**config.mk**
```make
export PLATFORM = sky130hd
export DESIGN_NAME = pcm_replay_dma
export DESIGN_NICKNAME = d
export VERILOG_FILES = /design/src/rtl/pcm_replay_pkg.sv /design/src/rtl/pr_regs.sv /design/src/rtl/pr_rate_gen.sv /design/src/rtl/pr_fetch.sv /design/src/rtl/pcm_replay_dma.sv
export SDC_FILE = /design/constraint.sdc
export NUM_CORES = 1
export LEC_CHECK = 0
export ABC_AREA = 1
export BUFFER_PORTS_ARGS = -buffer_cell sky130_fd_sc_hd__buf_2
export CORE_MARGIN = 5
export CORE_UTILIZATION = 25
export DETAILED_ROUTE_END_ITERATION = 10
export PLACE_DENSITY = 0.46
export RECOVER_POWER = 25
export SYNTH_ARGS = -nofsm -noshare
export SYNTH_HDL_FRONTEND = slang
export SYNTH_SLANG_ARGS = --single-unit
```
**constraint.sdc**
```tcl
create_clock -name clk -period 5.9 [get_ports clk]
set_input_delay 0.885 -clock clk [delete_from_list [all_inputs] [get_ports clk]]
set_output_delay 0.885 -clock clk [all_outputs]
set_load 0.03 [all_outputs]
```
**src/rtl/pcm_replay_pkg.sv**
```systemverilog
package pcm_replay_pkg;

  localparam int ADDR_W     = 24;
  localparam int SMP_W      = 8;
  localparam int ADDR_BYTES = ADDR_W / 8;

  // register offsets
  localparam logic [3:0] SEL_CTRL    = 4'd0;
  localparam logic [3:0] SEL_MODE    = 4'd1;
  localparam logic [3:0] SEL_START_H = 4'd2;
  localparam logic [3:0] SEL_START_L = 4'd4;
  localparam logic [3:0] SEL_END_L   = 4'd7;
  localparam logic [3:0] SEL_CUR_L   = 4'd10;

  // control bit positions
  localparam int CTRL_RUN = 0;
  localparam int CTRL_REP = 1;
  localparam int MODE_MONO = 7;

  // clock cycles between fetch ticks for a rate code (3 = fastest)
  function automatic int unsigned tick_period(int unsigned base, logic [1:0] rate);
    return base << (2'd3 - rate);
  endfunction

  // number of memory fetches one tick asks for
  function automatic logic [1:0] fetches_per_tick(logic mono);
    return mono ? 2'd1 : 2'd2;
  endfunction

endpackage

```
**src/rtl/pr_regs.sv**
```systemverilog
module pr_regs
  import pcm_replay_pkg::*;
(
  input  logic              clk,
  input  logic              rst_n,
  input  logic              reg_wr,
  input  logic [3:0]        reg_addr,
  input  logic [7:0]        reg_wdata,
  input  logic              run,
  input  logic              rep,
  input  logic [ADDR_W-1:0] cur_addr,
  output logic [ADDR_W-1:0] start_addr,
  output logic [ADDR_W-1:0] end_addr,
  output logic              mono,
  output logic [1:0]        rate,
  output logic              ctrl_wr,
  output logic [7:0]        reg_rdata
);

  assign ctrl_wr = reg_wr && (reg_addr == SEL_CTRL);

  // one register pair per address byte, low byte has the highest offset
  for (genvar b = 0; b < ADDR_BYTES; b++) begin : g_byte
    localparam logic [3:0] S_SEL = SEL_START_L - 4'(b);
    localparam logic [3:0] E_SEL = SEL_END_L - 4'(b);
    logic [7:0] s_q, e_q;
    always_ff @(posedge clk or negedge rst_n) begin
      if (!rst_n) begin
        s_q <= '0;
        e_q <= '0;
      end else if (reg_wr) begin
        if (reg_addr == S_SEL) s_q <= reg_wdata;
        if (reg_addr == E_SEL) e_q <= reg_wdata;
      end
    end
    assign start_addr[b*8 +: 8] = s_q;
    assign end_addr[b*8 +: 8]   = e_q;
  end

  always_ff @(posedge clk or negedge rst_n) begin
    if (!rst_n) begin
      mono <= 1'b0;
      rate <= 2'd0;
    end else if (reg_wr && reg_addr == SEL_MODE) begin
      mono <= reg_wdata[MODE_MONO];
      rate <= reg_wdata[1:0];
    end
  end

  always_comb begin
    reg_rdata = '0;
    if (reg_addr == SEL_CTRL) reg_rdata = {6'd0, rep, run};
    if (reg_addr == SEL_MODE) reg_rdata = {mono, 5'd0, rate};
    for (int b = 0; b < ADDR_BYTES; b++) begin
      if (reg_addr == SEL_START_L - 4'(b)) reg_rdata = start_addr[b*8 +: 8];
      if (reg_addr == SEL_END_L - 4'(b))   reg_rdata = end_addr[b*8 +: 8];
      if (reg_addr == SEL_CUR_L - 4'(b))   reg_rdata = cur_addr[b*8 +: 8];
    end
  end

  assert_start_hi_R2: assert property (@(posedge clk) disable iff (!rst_n)
    (reg_wr && reg_addr == SEL_START_H) |=> (start_addr[ADDR_W-1 -: 8] == $past(reg_wdata)));

endmodule

```
**src/rtl/pr_rate_gen.sv**
```systemverilog
module pr_rate_gen
  import pcm_replay_pkg::*;
#(
  parameter int BASE_DIV = 8
) (
  input  logic       clk,
  input  logic       rst_n,
  input  logic       run,
  input  logic [1:0] rate,
  output logic       tick
);

  localparam int MAX_PERIOD = BASE_DIV * 8;
  localparam int CW = $clog2(MAX_PERIOD + 1);

  logic [CW-1:0] cnt;
  logic [CW-1:0] reload;

  assign reload = CW'(tick_period(BASE_DIV, rate) - 1);
  assign tick   = run && (cnt == '0);

  always_ff @(posedge clk or negedge rst_n) begin
    if (!rst_n)    cnt <= '0;
    else if (!run) cnt <= reload;
    else if (tick) cnt <= reload;
    else           cnt <= cnt - 1'b1;
  end

  assert_tick_gap_R4: assert property (@(posedge clk) disable iff (!rst_n)
    (tick && reload != '0) |=> !tick);

endmodule

```
**src/rtl/pr_fetch.sv**
```systemverilog
module pr_fetch
  import pcm_replay_pkg::*;
(
  input  logic              clk,
  input  logic              rst_n,
  input  logic              ctrl_wr,
  input  logic              ctrl_run,
  input  logic              ctrl_rep,
  input  logic [ADDR_W-1:0] start_addr,
  input  logic [ADDR_W-1:0] end_addr,
  input  logic              mono,
  input  logic              tick,
  input  logic              mem_gnt,
  input  logic [SMP_W-1:0]  mem_rdata,
  output logic              run,
  output logic              rep,
  output logic [ADDR_W-1:0] cur_addr,
  output logic              mem_req,
  output logic [ADDR_W-1:0] mem_addr,
  output logic [SMP_W-1:0]  smp_left,
  output logic [SMP_W-1:0]  smp_right,
  output logic              smp_valid,
  output logic              frame_irq
);

  logic [ADDR_W-1:0] end_w;
  logic [1:0]        need;
  logic              fire, hit_end, start_evt, stop_evt, to_left, to_right;
  logic [ADDR_W-1:0] nxt;

  assign mem_req   = run && (need != 2'd0);
  assign mem_addr  = cur_addr;
  assign fire      = mem_req && mem_gnt;
  assign nxt       = cur_addr + ADDR_W'(1);
  assign hit_end   = fire && (nxt == end_w);
  assign start_evt = ctrl_wr && ctrl_run && !run;
  assign stop_evt  = ctrl_wr && !ctrl_run;
  assign to_left   = mono || !cur_addr[0];
  assign to_right  = mono || cur_addr[0];

  always_ff @(posedge clk or negedge rst_n) begin
    if (!rst_n) begin
      run       <= 1'b0;
      rep       <= 1'b0;
      cur_addr  <= '0;
      end_w     <= '0;
      need      <= 2'd0;
      smp_left  <= '0;
      smp_right <= '0;
      smp_valid <= 1'b0;
      frame_irq <= 1'b0;
    end else begin
      smp_valid <= 1'b0;
      frame_irq <= 1'b0;
      if (fire) begin
        if (to_left)  smp_left  <= mem_rdata;
        if (to_right) smp_right <= mem_rdata;
        smp_valid <= (need == 2'd1);
        need      <= need - 2'd1;
        cur_addr  <= nxt;
        if (hit_end) begin
          frame_irq <= 1'b1;
          if (rep) begin
            cur_addr <= start_addr;
            end_w    <= end_addr;
          end else begin
            run  <= 1'b0;
            need <= 2'd0;
          end
        end
      end else if (tick && need == 2'd0) begin
        need <= fetches_per_tick(mono);
      end
      if (ctrl_wr) begin
        rep <= ctrl_rep;
        if (start_evt) begin
          run      <= 1'b1;
          cur_addr <= start_addr;
          end_w    <= end_addr;
          need     <= 2'd0;
        end else if (stop_evt) begin
          run  <= 1'b0;
          need <= 2'd0;
        end
      end
    end
  end

  assert_begin_at_start_R3: assert property (@(posedge clk) disable iff (!rst_n)
    start_evt |=> (run && cur_addr == $past(start_addr)));
  assert_valid_from_fetch_R6: assert property (@(posedge clk) disable iff (!rst_n)
    smp_valid |-> $past(fire));
  assert_irq_from_fetch_R7: assert property (@(posedge clk) disable iff (!rst_n)
    frame_irq |-> $past(fire));
  assert_seamless_reload_R8: assert property (@(posedge clk) disable iff (!rst_n)
    (hit_end && rep && !ctrl_wr) |=> (run && cur_addr == $past(start_addr)));
  assert_halt_at_end_R9: assert property (@(posedge clk) disable iff (!rst_n)
    (hit_end && !rep && !ctrl_wr) |=> (!run && !mem_req));
  assert_stop_idle_R10: assert property (@(posedge clk) disable iff (!rst_n)
    stop_evt |=> !mem_req);
  assert_hold_without_grant_R11: assert property (@(posedge clk) disable iff (!rst_n)
    !fire |=> ($stable(smp_left) && $stable(smp_right)));

endmodule

```
**src/rtl/pcm_replay_dma.sv**
```systemverilog
module pcm_replay_dma
  import pcm_replay_pkg::*;
#(
  parameter int BASE_DIV = 8
) (
  input  logic        clk,
  input  logic        rst_n,
  input  logic        reg_wr,
  input  logic [3:0]  reg_addr,
  input  logic [7:0]  reg_wdata,
  output logic [7:0]  reg_rdata,
  output logic        mem_req,
  output logic [23:0] mem_addr,
  input  logic        mem_gnt,
  input  logic [7:0]  mem_rdata,
  output logic [7:0]  smp_left,
  output logic [7:0]  smp_right,
  output logic        smp_valid,
  output logic        frame_irq
);

  logic [ADDR_W-1:0] start_addr, end_addr, cur_addr;
  logic              mono, run, rep, ctrl_wr, tick;
  logic [1:0]        rate;

  pr_regs u_regs (
    .clk        (clk),
    .rst_n      (rst_n),
    .reg_wr     (reg_wr),
    .reg_addr   (reg_addr),
    .reg_wdata  (reg_wdata),
    .run        (run),
    .rep        (rep),
    .cur_addr   (cur_addr),
    .start_addr (start_addr),
    .end_addr   (end_addr),
    .mono       (mono),
    .rate       (rate),
    .ctrl_wr    (ctrl_wr),
    .reg_rdata  (reg_rdata)
  );

  pr_rate_gen #(.BASE_DIV(BASE_DIV)) u_rate (
    .clk   (clk),
    .rst_n (rst_n),
    .run   (run),
    .rate  (rate),
    .tick  (tick)
  );

  pr_fetch u_fetch (
    .clk        (clk),
    .rst_n      (rst_n),
    .ctrl_wr    (ctrl_wr),
    .ctrl_run   (reg_wdata[CTRL_RUN]),
    .ctrl_rep   (reg_wdata[CTRL_REP]),
    .start_addr (start_addr),
    .end_addr   (end_addr),
    .mono       (mono),
    .tick       (tick),
    .mem_gnt    (mem_gnt),
    .mem_rdata  (mem_rdata),
    .run        (run),
    .rep        (rep),
    .cur_addr   (cur_addr),
    .mem_req    (mem_req),
    .mem_addr   (mem_addr),
    .smp_left   (smp_left),
    .smp_right  (smp_right),
    .smp_valid  (smp_valid),
    .frame_irq  (frame_irq)
  );

endmodule

```
== Word level (Yosys, flattened, before mapping) ==
Cells that the tools add are included.
Word-level totals
  bits in registers: 128
  input bits: 24
Cells by class
  $add $sub $neg: 5
  equal/unequal tests: 12
  shifts and indexed selects: 1
  mux-type cells: 40
  reduce and logical (&&, ||, !) cells: 27
Operator list (number)
  2-to-1 mux 24 bit: 10
  2-to-1 mux 8 bit: 10
  adder 24 x 1 -> 24 bit, second input constant: 1
  == test 24 bit: 1
  2-to-1 mux 2 bit: 9
  == test 4 x 3 -> 1 bit, second input constant: 4
  AND reduction 2 bit: 8
  2-to-1 mux 7 bit: 2
  subtractor 7 x 1 -> 7 bit, second input constant: 2
  == test 4 bit, second input constant: 3
  logical AND 1 bit: 10
  2-to-1 mux 1 bit: 9
  == test 4 x 2 -> 1 bit, second input constant: 2
  logical NOT 7 bit: 1
  left shift 4 x 2 -> 7 bit, first input constant: 1
  == test 4 x 1 -> 1 bit, second input constant: 1
  logical NOT 4 bit: 1
  logical NOT 1 bit: 3
  == test 2 x 1 -> 1 bit, second input constant: 1
  logical NOT 2 bit: 1
  logical OR 1 bit: 2
  nonzero test 2 bit: 1
  subtractor 2 x 1 -> 2 bit, second input constant: 1
  subtractor 2 bit, first input constant: 1

== Depth between registers and ports, before layout ==
Gate-level depths: netlist of run 1.
  word-level depth: 12
  gate-level depth with buffers: 19
  depth with buffers taken out: 18

== By module ==
A second synthesis of run 1 with hierarchy kept.
Unflattened totals
  cell total of the unflattened synthesis: 1325
  area, all modules: 8864.8 um^2
Modules (own cells, without submodules)
  pr_fetch: times used 1, cells an instance 944, area each 5711.7 um^2
  pr_regs: times used 1, cells an instance 327, area each 2750.1 um^2
  pr_rate_gen: times used 1, cells an instance 54, area each 402.9 um^2

== Worst setup path after synthesis of run 1 ==
OpenSTA, ideal clock, no wires.
  path type: input-to-output
  start: in reg_addr[1]
  end: out reg_rdata[0]
  arrival: 2.096 ns
  path slack: 2.919 ns
  stages on the path: 9
  path buffers: 0
  cells stage by stage: inv_1 -> or2_2 -> nor2_1 -> inv_1 -> o2111ai_1 -> a21oi_1 -> o21ai_0 -> a21oi_1 -> o211ai_1
On the way
  cells in the longest elaborated chain, start to end: 12
  elaborated cells on any way between the ends: 22
  those cells by class: eq/ne (10); mux (11); reduce/logical (1)
Ends and longest elaborated chain
  start, declared: line pcm_replay_dma.sv:9  | input logic [3:0] reg_addr,
  logical NOT 4 bit: line pr_regs.sv:52  | if (reg_addr == SEL_CTRL) reg_rdata = {6'd0, rep, run};
  2-to-1 mux 2 bit: line pr_regs.sv:52
  2-to-1 mux 8 bit: line pr_regs.sv:53  | if (reg_addr == SEL_MODE) reg_rdata = {mono, 5'd0, rate};
  2-to-1 mux 8 bit: line pr_regs.sv:55  | if (reg_addr == SEL_START_L - 4'(b)) reg_rdata = start_addr[b*8 +: 8];
  2-to-1 mux 8 bit: line pr_regs.sv:56  | if (reg_addr == SEL_END_L - 4'(b)) reg_rdata = end_addr[b*8 +: 8];
  2-to-1 mux 8 bit: line pr_regs.sv:57  | if (reg_addr == SEL_CUR_L - 4'(b)) reg_rdata = cur_addr[b*8 +: 8];
  2-to-1 mux 8 bit: line pr_regs.sv:55
  2-to-1 mux 8 bit: line pr_regs.sv:56
  2-to-1 mux 8 bit: line pr_regs.sv:57
  2-to-1 mux 8 bit: line pr_regs.sv:55
  2-to-1 mux 8 bit: line pr_regs.sv:56
  2-to-1 mux 8 bit (*): line pr_regs.sv:57
  end, declared: line pcm_replay_dma.sv:11  | output logic [7:0] reg_rdata,
Mark *: on every way between the ends. The rest lies on a longest branch, timed or not.

== Worst setup path after layout of run 1 ==
  start: reg u_fetch.rep
  end: out reg_rdata[1]
On the way
  cells in the longest elaborated chain, start to end: 11
Ends and longest elaborated chain
  start, declared: line pr_fetch.sv:16  | output logic rep,
  start signal, assigned: line pr_fetch.sv:75  | rep <= ctrl_rep;
  2-to-1 mux 2 bit: line pr_regs.sv:52
  2-to-1 mux 8 bit: line pr_regs.sv:53
  2-to-1 mux 8 bit: line pr_regs.sv:55
  2-to-1 mux 8 bit: line pr_regs.sv:56
  2-to-1 mux 8 bit: line pr_regs.sv:57
  2-to-1 mux 8 bit: line pr_regs.sv:55
  2-to-1 mux 8 bit: line pr_regs.sv:56
  2-to-1 mux 8 bit: line pr_regs.sv:57
  2-to-1 mux 8 bit: line pr_regs.sv:55
  2-to-1 mux 8 bit: line pr_regs.sv:56
  2-to-1 mux 8 bit: line pr_regs.sv:57
Every way passes these cells.

==> results of run 1 <==
## worst min path at each step
stage                                to     startpoint  slack, ns  depth (start not counted)
after global placement    u_rate.cnt[0]  u_rate.cnt[0]       0.42                          1
after global routing      u_rate.cnt[0]  u_rate.cnt[0]       0.47                          1
after detailed placement  u_rate.cnt[0]  u_rate.cnt[0]       0.43                          1
final                     u_rate.cnt[0]  u_rate.cnt[0]       0.44                          1
after CTS                 u_rate.cnt[0]  u_rate.cnt[0]       0.44                          1
after floorplan           u_rate.cnt[0]  u_rate.cnt[0]       0.41                          1
## Yosys cell counts (3+ instances only)
cell         n  area share
nor2_4       5      0.0071
buf_4        4      0.0038
nand4_1     30       0.024
o221ai_1     6      0.0067
buf_2        5      0.0032
nand3_1     48       0.030
nand2_2      6      0.0048
o2111ai_1    9       0.010
nor2_1     141       0.067
dfrtp_1    128        0.41
xnor2_1      6      0.0067
clkbuf_1    29       0.014
o21ai_0     92       0.058
inv_2        3      0.0014
a21oi_1     86       0.055
o21ai_1     14      0.0089
nor3_1       5      0.0032
buf_6        4      0.0057
nor2_2       8      0.0063
nand3b_1    12       0.011
nand2_1    378        0.18
ha_1         4      0.0063
inv_1      105       0.050
a221oi_1     7      0.0078
## cell type report
| cell class | instances | area share |
|---|---|---|
| clock inverters | 14 | 0.0185 |
| clock buffers | 18 | 0.0476 |
| inverters | 109 | 0.0444 |
| well taps | 402 | 0.0546 |
| multi-input cells | 875 | 0.441 |
| repair buffers | 81 | 0.0463 |
| flip-flops and latches | 128 | 0.347 |
## routing by layer
layer  vias up  share of wire  track usage
met2       228           0.44        0.255
met3        18          0.057       0.0307
met4         2          0.011       0.0347
met5         -        0.00045            0
met1      3601           0.49        0.239
li1       3889              -            -
## flip-flops by register name (all words and copies together) (netlist names), 2 cells and up
name,cells
u_fetch.smp_left,8
u_rate.cnt,7
u_fetch.need,2
u_fetch.smp_right,8
u_fetch.end_w,24
u_fetch.cur_addr,24
u_regs.rate,2
u_regs.g_byte.e_q,24
u_regs.g_byte.s_q,24
## stage by stage
step                worst slack [ns]  cells
detailed placement              2.22   1595
finish                          2.18   1627
floorplan                       2.92   1155
global route                    1.86   1627
global placement                2.26   1595
CTS                             2.08   1627
## worst max-delay path, stage by stage (launching register included)
cell and delay (ns):
dfrtp_1 0.36, buf_4 0.28, inv_1 0.51, o2111ai_1 0.21
a21oi_1 0.19, nand2_1 0.07, a221oi_1 0.34, o2111ai_1 0.20
buf_2 0.23
## power by group through the flow
stage | Combinational, W | Sequential, W | Clock [W]
2_1_floorplan | 0.00104 | 0.00163 | 0
3_3_place_gp | 0.00178 | 0.00152 | 0
3_5_place_dp | 0.00180 | 0.00151 | 0
4_1_cts | 0.00181 | 0.00150 | 0.00114
5_1_grt | 0.00202 | 0.00155 | 0.00118
6_report | 0.00180 | 0.00151 | 0.00112
## cell families (layout without fill, tap and decap cells)
logic type               count (synthesis)  in the layout  share of synthesized area
AO/OA/AOI/OAI                          223            223                      0.155
adder cells (fa/ha/maj)                  4              4                    0.00635
flip-flops                             128            128                      0.406
XOR/XNOR                                 7              7                    0.00777
buffers and inverters                  152            222                     0.0788
AND/OR/NAND/NOR                        641            641                      0.346
==> flow_metrics.tcl, run 1 <==
set metrics [dict create \
    htree_levels 4 \
    rows 65 \
    numCtsBuffers 17 \
    cts-resized-gates 0 \
    numClockSinks 128 \
    drc_errors 0 \
    area_growth_pct 16.9 \
    ff2ff_path_depth 16 \
    dp_hpwl_um 21600 \
    cts_max_path_buffers 2 \
    cp.required_ns 5.02 \
    setup-tns-final_ns 0 \
    postCtsSetupBuffers 0 \
    clock_power_share 0.253 \
    drtIter0Drc 604 \
    fin_crit_ns 3.72 \
    drt-pass1-iter-count 5 \
    grt_pass1_vias 7544 \
    wl_per_cell_um 17.9 \
    fillCellCount 3481 \
    setup_viol 0 \
    cts_tree "yes" \
    ios 75 \
    slew_headroom 0.343 \
    grt_max_degree 69 \
    syn_nets 1183 \
    hold_buffers 0 \
    synth-main-ff-cell "dfrtp_1" \
    rrSetupSlack_ns 2.19 \
    status "finished clean" \
    cp_max_fo 53 \
    die_w_um 188 \
    ys_seq_area_frac 0.406 \
    endpoint "reg_rdata[1]" \
    hp-class "register to register" \
    layout-drive-gt1-share 0.117 \
    drv_cap 0 \
    critPathArrivalTime_ns 2.83 \
    irDropWorstVdd_mv 0.211 \
    leakage_nw 4.40 \
    clk_pin_slew_ns 0.06 \
    rsz0062_at_grt "false" \
    r2r_end "u_fetch.end_w[17]" \
    place_area_um2 8610 \
    ys_ff_latch 128 \
    coreArea_um2 31400 \
    numPortBuffers 74 \
    antenna_left 0 \
    fmax_mhz 269 \
    yosys_warnings 0 \
    grt_pass1_wl_um 45300 \
    intPower_w 0.00234 \
    layout.nets 1240 \
    syn-instance-count 1155 \
    seq_area_um2 3200 \
    insertedDiodeCount 0 \
    vias 7738 \
    crit_path_start_kind "register" \
    power.density_nw_per_um2 481 \
    netlist_area_um2 7890 \
    switching_share 0.472 \
    crit_start "u_fetch.rep" \
    grt.total_usage 0.164 \
    antenna_found_initial 1 \
    crit_type "register to primary output" \
    start_util 0.251 \
    avgSynthCellArea_um2 6.83 \
    post-route-period-util 0.630 \
    endpoint_kind "primary output" \
    finalHoldViolations 0 \
    combPwrFrac 0.407 \
    hold_slack_ns 0.436 \
    post-route-util 0.294 \
    finalMaxSlewViolations 0 \
    via_per_inst 4.76 \
    worst_slew_pin_slew_ns 0.979 \
    multiInputGateArea_um2 4070 \
    synth_edf_count 0 \
    async_flop_share 1.00 \
    seq_power_share 0.340 \
    final_common_cell "nand2_1" \
    cts_root_buffer "clkbuf_16" \
    clk_latency_ns 0.43 \
    most-common-layout-cells "378 x nand2_1, 141 x nor2_1, 128 x dfrtp_1" \
    total_power_w 0.00443 \
    routed_wl_um 29100 \
    gp_congestion 0.906 \
    dieArea_um2 35200 \
    reg2reg_from "u_fetch.cur_addr[0]" \
    synthDistinctLibCells 40 \
    die_h_um 188 \
    finalClockSkew_ns 0.0153 \
    power.switching_w 0.00209 \
    design_area_um2 9220 \
    overflow 0 \
]
No activity file was read; power rests on OpenSTA's default activity.
==> run 2: changes to the inputs <==
--- a/config.mk
+++ b/config.mk
@@ -5,7 +5,7 @@
 export SDC_FILE = /design/constraint.sdc
 export NUM_CORES = 1
 export LEC_CHECK = 0
-export ABC_AREA = 1
+export ABC_AREA = 0
 export BUFFER_PORTS_ARGS = -buffer_cell sky130_fd_sc_hd__buf_2
 export CORE_MARGIN = 5
 export CORE_UTILIZATION = 25
==> constraint.sdc (replaced) <==
create_clock -name clk -period 3.6 [get_ports clk]
set_input_delay 0.54 -clock clk [delete_from_list [all_inputs] [get_ports clk]]
set_output_delay 0.54 -clock clk [all_outputs]
set_load 0.03 [all_outputs]
==> run 2 against run 1 <==
The run now ends with max-capacitance violations, max-slew violations left. Critical path depth up 3. Sequential power up 38%. Worst hold slack worse by 0.073 ns.
==> flow_metrics.tcl, run 2 <==
set metrics [dict create \
    status "complete, but fails checks" \
    violations "max-capacitance violations, max-slew violations" \
    grt_pass1_wl_um 37300 \
    synthDistinctLibCells 62 \
    grt_max_degree 75 \
    dieArea_um2 32000 \
    finalHoldViolations 0 \
    cp_max_fo 31 \
    cp.required_ns 3.95 \
    drtIter0Drc 534 \
    hold_buffers 0 \
    clk_latency_ns 0.42 \
    yosysMostFrequentCell "nand2_1" \
    setup-tns-final_ns 0 \
    grt.total_usage 0.152 \
    setup_viol 0 \
    cts-resized-gates 0 \
    total_power_w 0.00541 \
    post-route-util 0.308 \
    drc_errors 0 \
    finalClockSkew_ns 0.0128 \
    ios 75 \
    hold_slack_ns 0.364 \
    ys_ff_latch 128 \
    overflow 0 \
    cts_tree "yes" \
    gp_congestion 0.864 \
    postCtsSetupBuffers 0 \
    endpoint_kind "register" \
    synth_edf_count 0 \
    crit_path_start_kind "register" \
    layout-drive-gt1-share 0.276 \
    design_area_um2 8620 \
    synth_top_cell_area_share 0.449 \
    wl_per_cell_um 19.8 \
    ys_top_cells_by_area "dfrtp_1 45%, mux2_2 11%, nand2_1 6.9%, nand3_1 3.2%, nand4_1 2.7%" \
    avgSynthCellArea_um2 9.64 \
    vias 6223 \
    drv_cap 1 \
    numCtsBuffers 17 \
    irDropWorstVdd_mv 0.268 \
    fillCellCount 2964 \
    drt-pass1-iter-count 6 \
    post-route-period-util 0.928 \
    place_area_um2 8050 \
    synth_top_cell_by_area "dfrtp_1" \
    crit_type "register to register" \
    syn-instance-count 741 \
    critPathArrivalTime_ns 3.69 \
    netlist_area_um2 7140 \
    cts_root_buffer "clkbuf_16" \
    cts_max_path_buffers 2 \
    rsz0062_at_grt "false" \
    grt_pass1_vias 6143 \
    fmax_mhz 299 \
    finalMaxSlewViolations 74 \
    die_w_um 179 \
    final_common_cell "nand2_1" \
    layout.nets 848 \
    most-common-layout-cells "132 x nand2_1, 128 x dfrtp_1, 73 x buf_2" \
    numClockSinks 128 \
    ys_seq_area_frac 0.449 \
    hp-class "primary input to register" \
    worst_slew_pin_slew_ns 1.95 \
    synth_common_cells "132 x nand2_1, 128 x dfrtp_1, 70 x mux2_2, 45 x nand3_1" \
    insertedDiodeCount 0 \
    routed_wl_um 24000 \
    async_flop_share 1.00 \
    synth-main-ff-cell "dfrtp_1" \
    leakage_nw 3.75 \
    numPortBuffers 74 \
    dp_hpwl_um 17900 \
    start_util 0.255 \
    htree_levels 4 \
    via_per_inst 5.14 \
    power.density_nw_per_um2 628 \
    antenna_found_initial 0 \
    area_growth_pct 20.7 \
    antenna_left 0 \
    rows 61 \
    slew_headroom -0.302 \
    yosys_warnings 0 \
    coreArea_um2 28000 \
    die_h_um 179 \
    fin_crit_ns 3.34 \
    syn_nets 769 \
    clk_pin_slew_ns 0.07 \
]
run 2: cell types whose count changed in the layout (fill, tap and decap cells not counted), moves of 24 or more:
cell,delta
mux2_2,+70
o21ai_0,-83
nor2_1,-110
nand2_1,-246
buf_4,+27
a22oi_1,+24
a21oi_1,-76
inv_1,-91
nor3_1,+24
run 2: logic make-up after synthesis:
logic type / share of synthesized area
simple gates: 0.238
buf+inv: 0.0410
xor+xnor: 0.0405
flops: 0.449
fa+ha+maj: 0.00701
mux: 0.119
compound gates: 0.106
run 2: critical path, stage by stage, from the launching register on:
cell     delay, ns
dfrtp_1       0.35
ha_1          0.30
nand3_2       0.22
or3_4         0.40
a211o_1       0.29
a22oi_1       0.20
nand4_1       0.16
nor4b_4       0.47
a31o_1        0.45
buf_12        0.23
nand2_1       0.11
nand3_1       0.07
run 2: through the flow:
stage	std cells	setup slack, ns
final	1211	0.261
after global routing	1211	0.0386
after CTS	1211	0.262
after detailed placement	1179	0.289
after global placement	1179	0.310
after floorplan	741	0.423
run 2: power breakdown:
| part | total [W] | leakage (nW) | internal [W] | switching, W |
|---|---|---|---|---|
| Combinational | 0.00162 | 1.96 | 0.000630 | 0.000994 |
| Clock | 0.00170 | 0.274 | 0.000972 | 0.000725 |
| Sequential | 0.00209 | 1.52 | 0.00177 | 0.000319 |
| Total | 0.00541 | 3.75 | 0.00337 | 0.00204 |
run 2: final timing paths:
kind / start / endpoint / slack (ns) / cells after the start
setup reg to reg: u_fetch.cur_addr[0] / u_fetch.cur_addr[21] / 0.26 / 11
min in group asynchronous: rst_n / u_fetch.smp_right[7] / 0.64 / 1
hold reg to reg: u_fetch.end_w[0] / u_fetch.end_w[0] / 0.49 / 2
hold / removal: mem_rdata[2] / u_fetch.smp_right[2] / 0.36 / 2
max in group asynchronous: rst_n / u_fetch.cur_addr[23] / 1.77 / 2
setup / recovery: u_fetch.cur_addr[0] / u_fetch.cur_addr[21] / 0.26 / 11
run 2: layout make-up:
class | instances | area (um^2) | share of cell area
clock buffer | 17 | 425 | 0.0494
clock inverter | 15 | 148 | 0.0171
inverter | 14 | 52.6 | 0.00610
tap | 378 | 473 | 0.0549
multi-input combinational | 549 | 3650 | 0.424
timing repair buffer | 110 | 666 | 0.0772
sequential | 128 | 3200 | 0.372
run 2: metal layers:
layer / track usage / wire length, um
met4: 0.0464 / 428
met5: 0 / 0
met1: 0.213 / 11100
met2: 0.242 / 11200
met3: 0.0259 / 1260
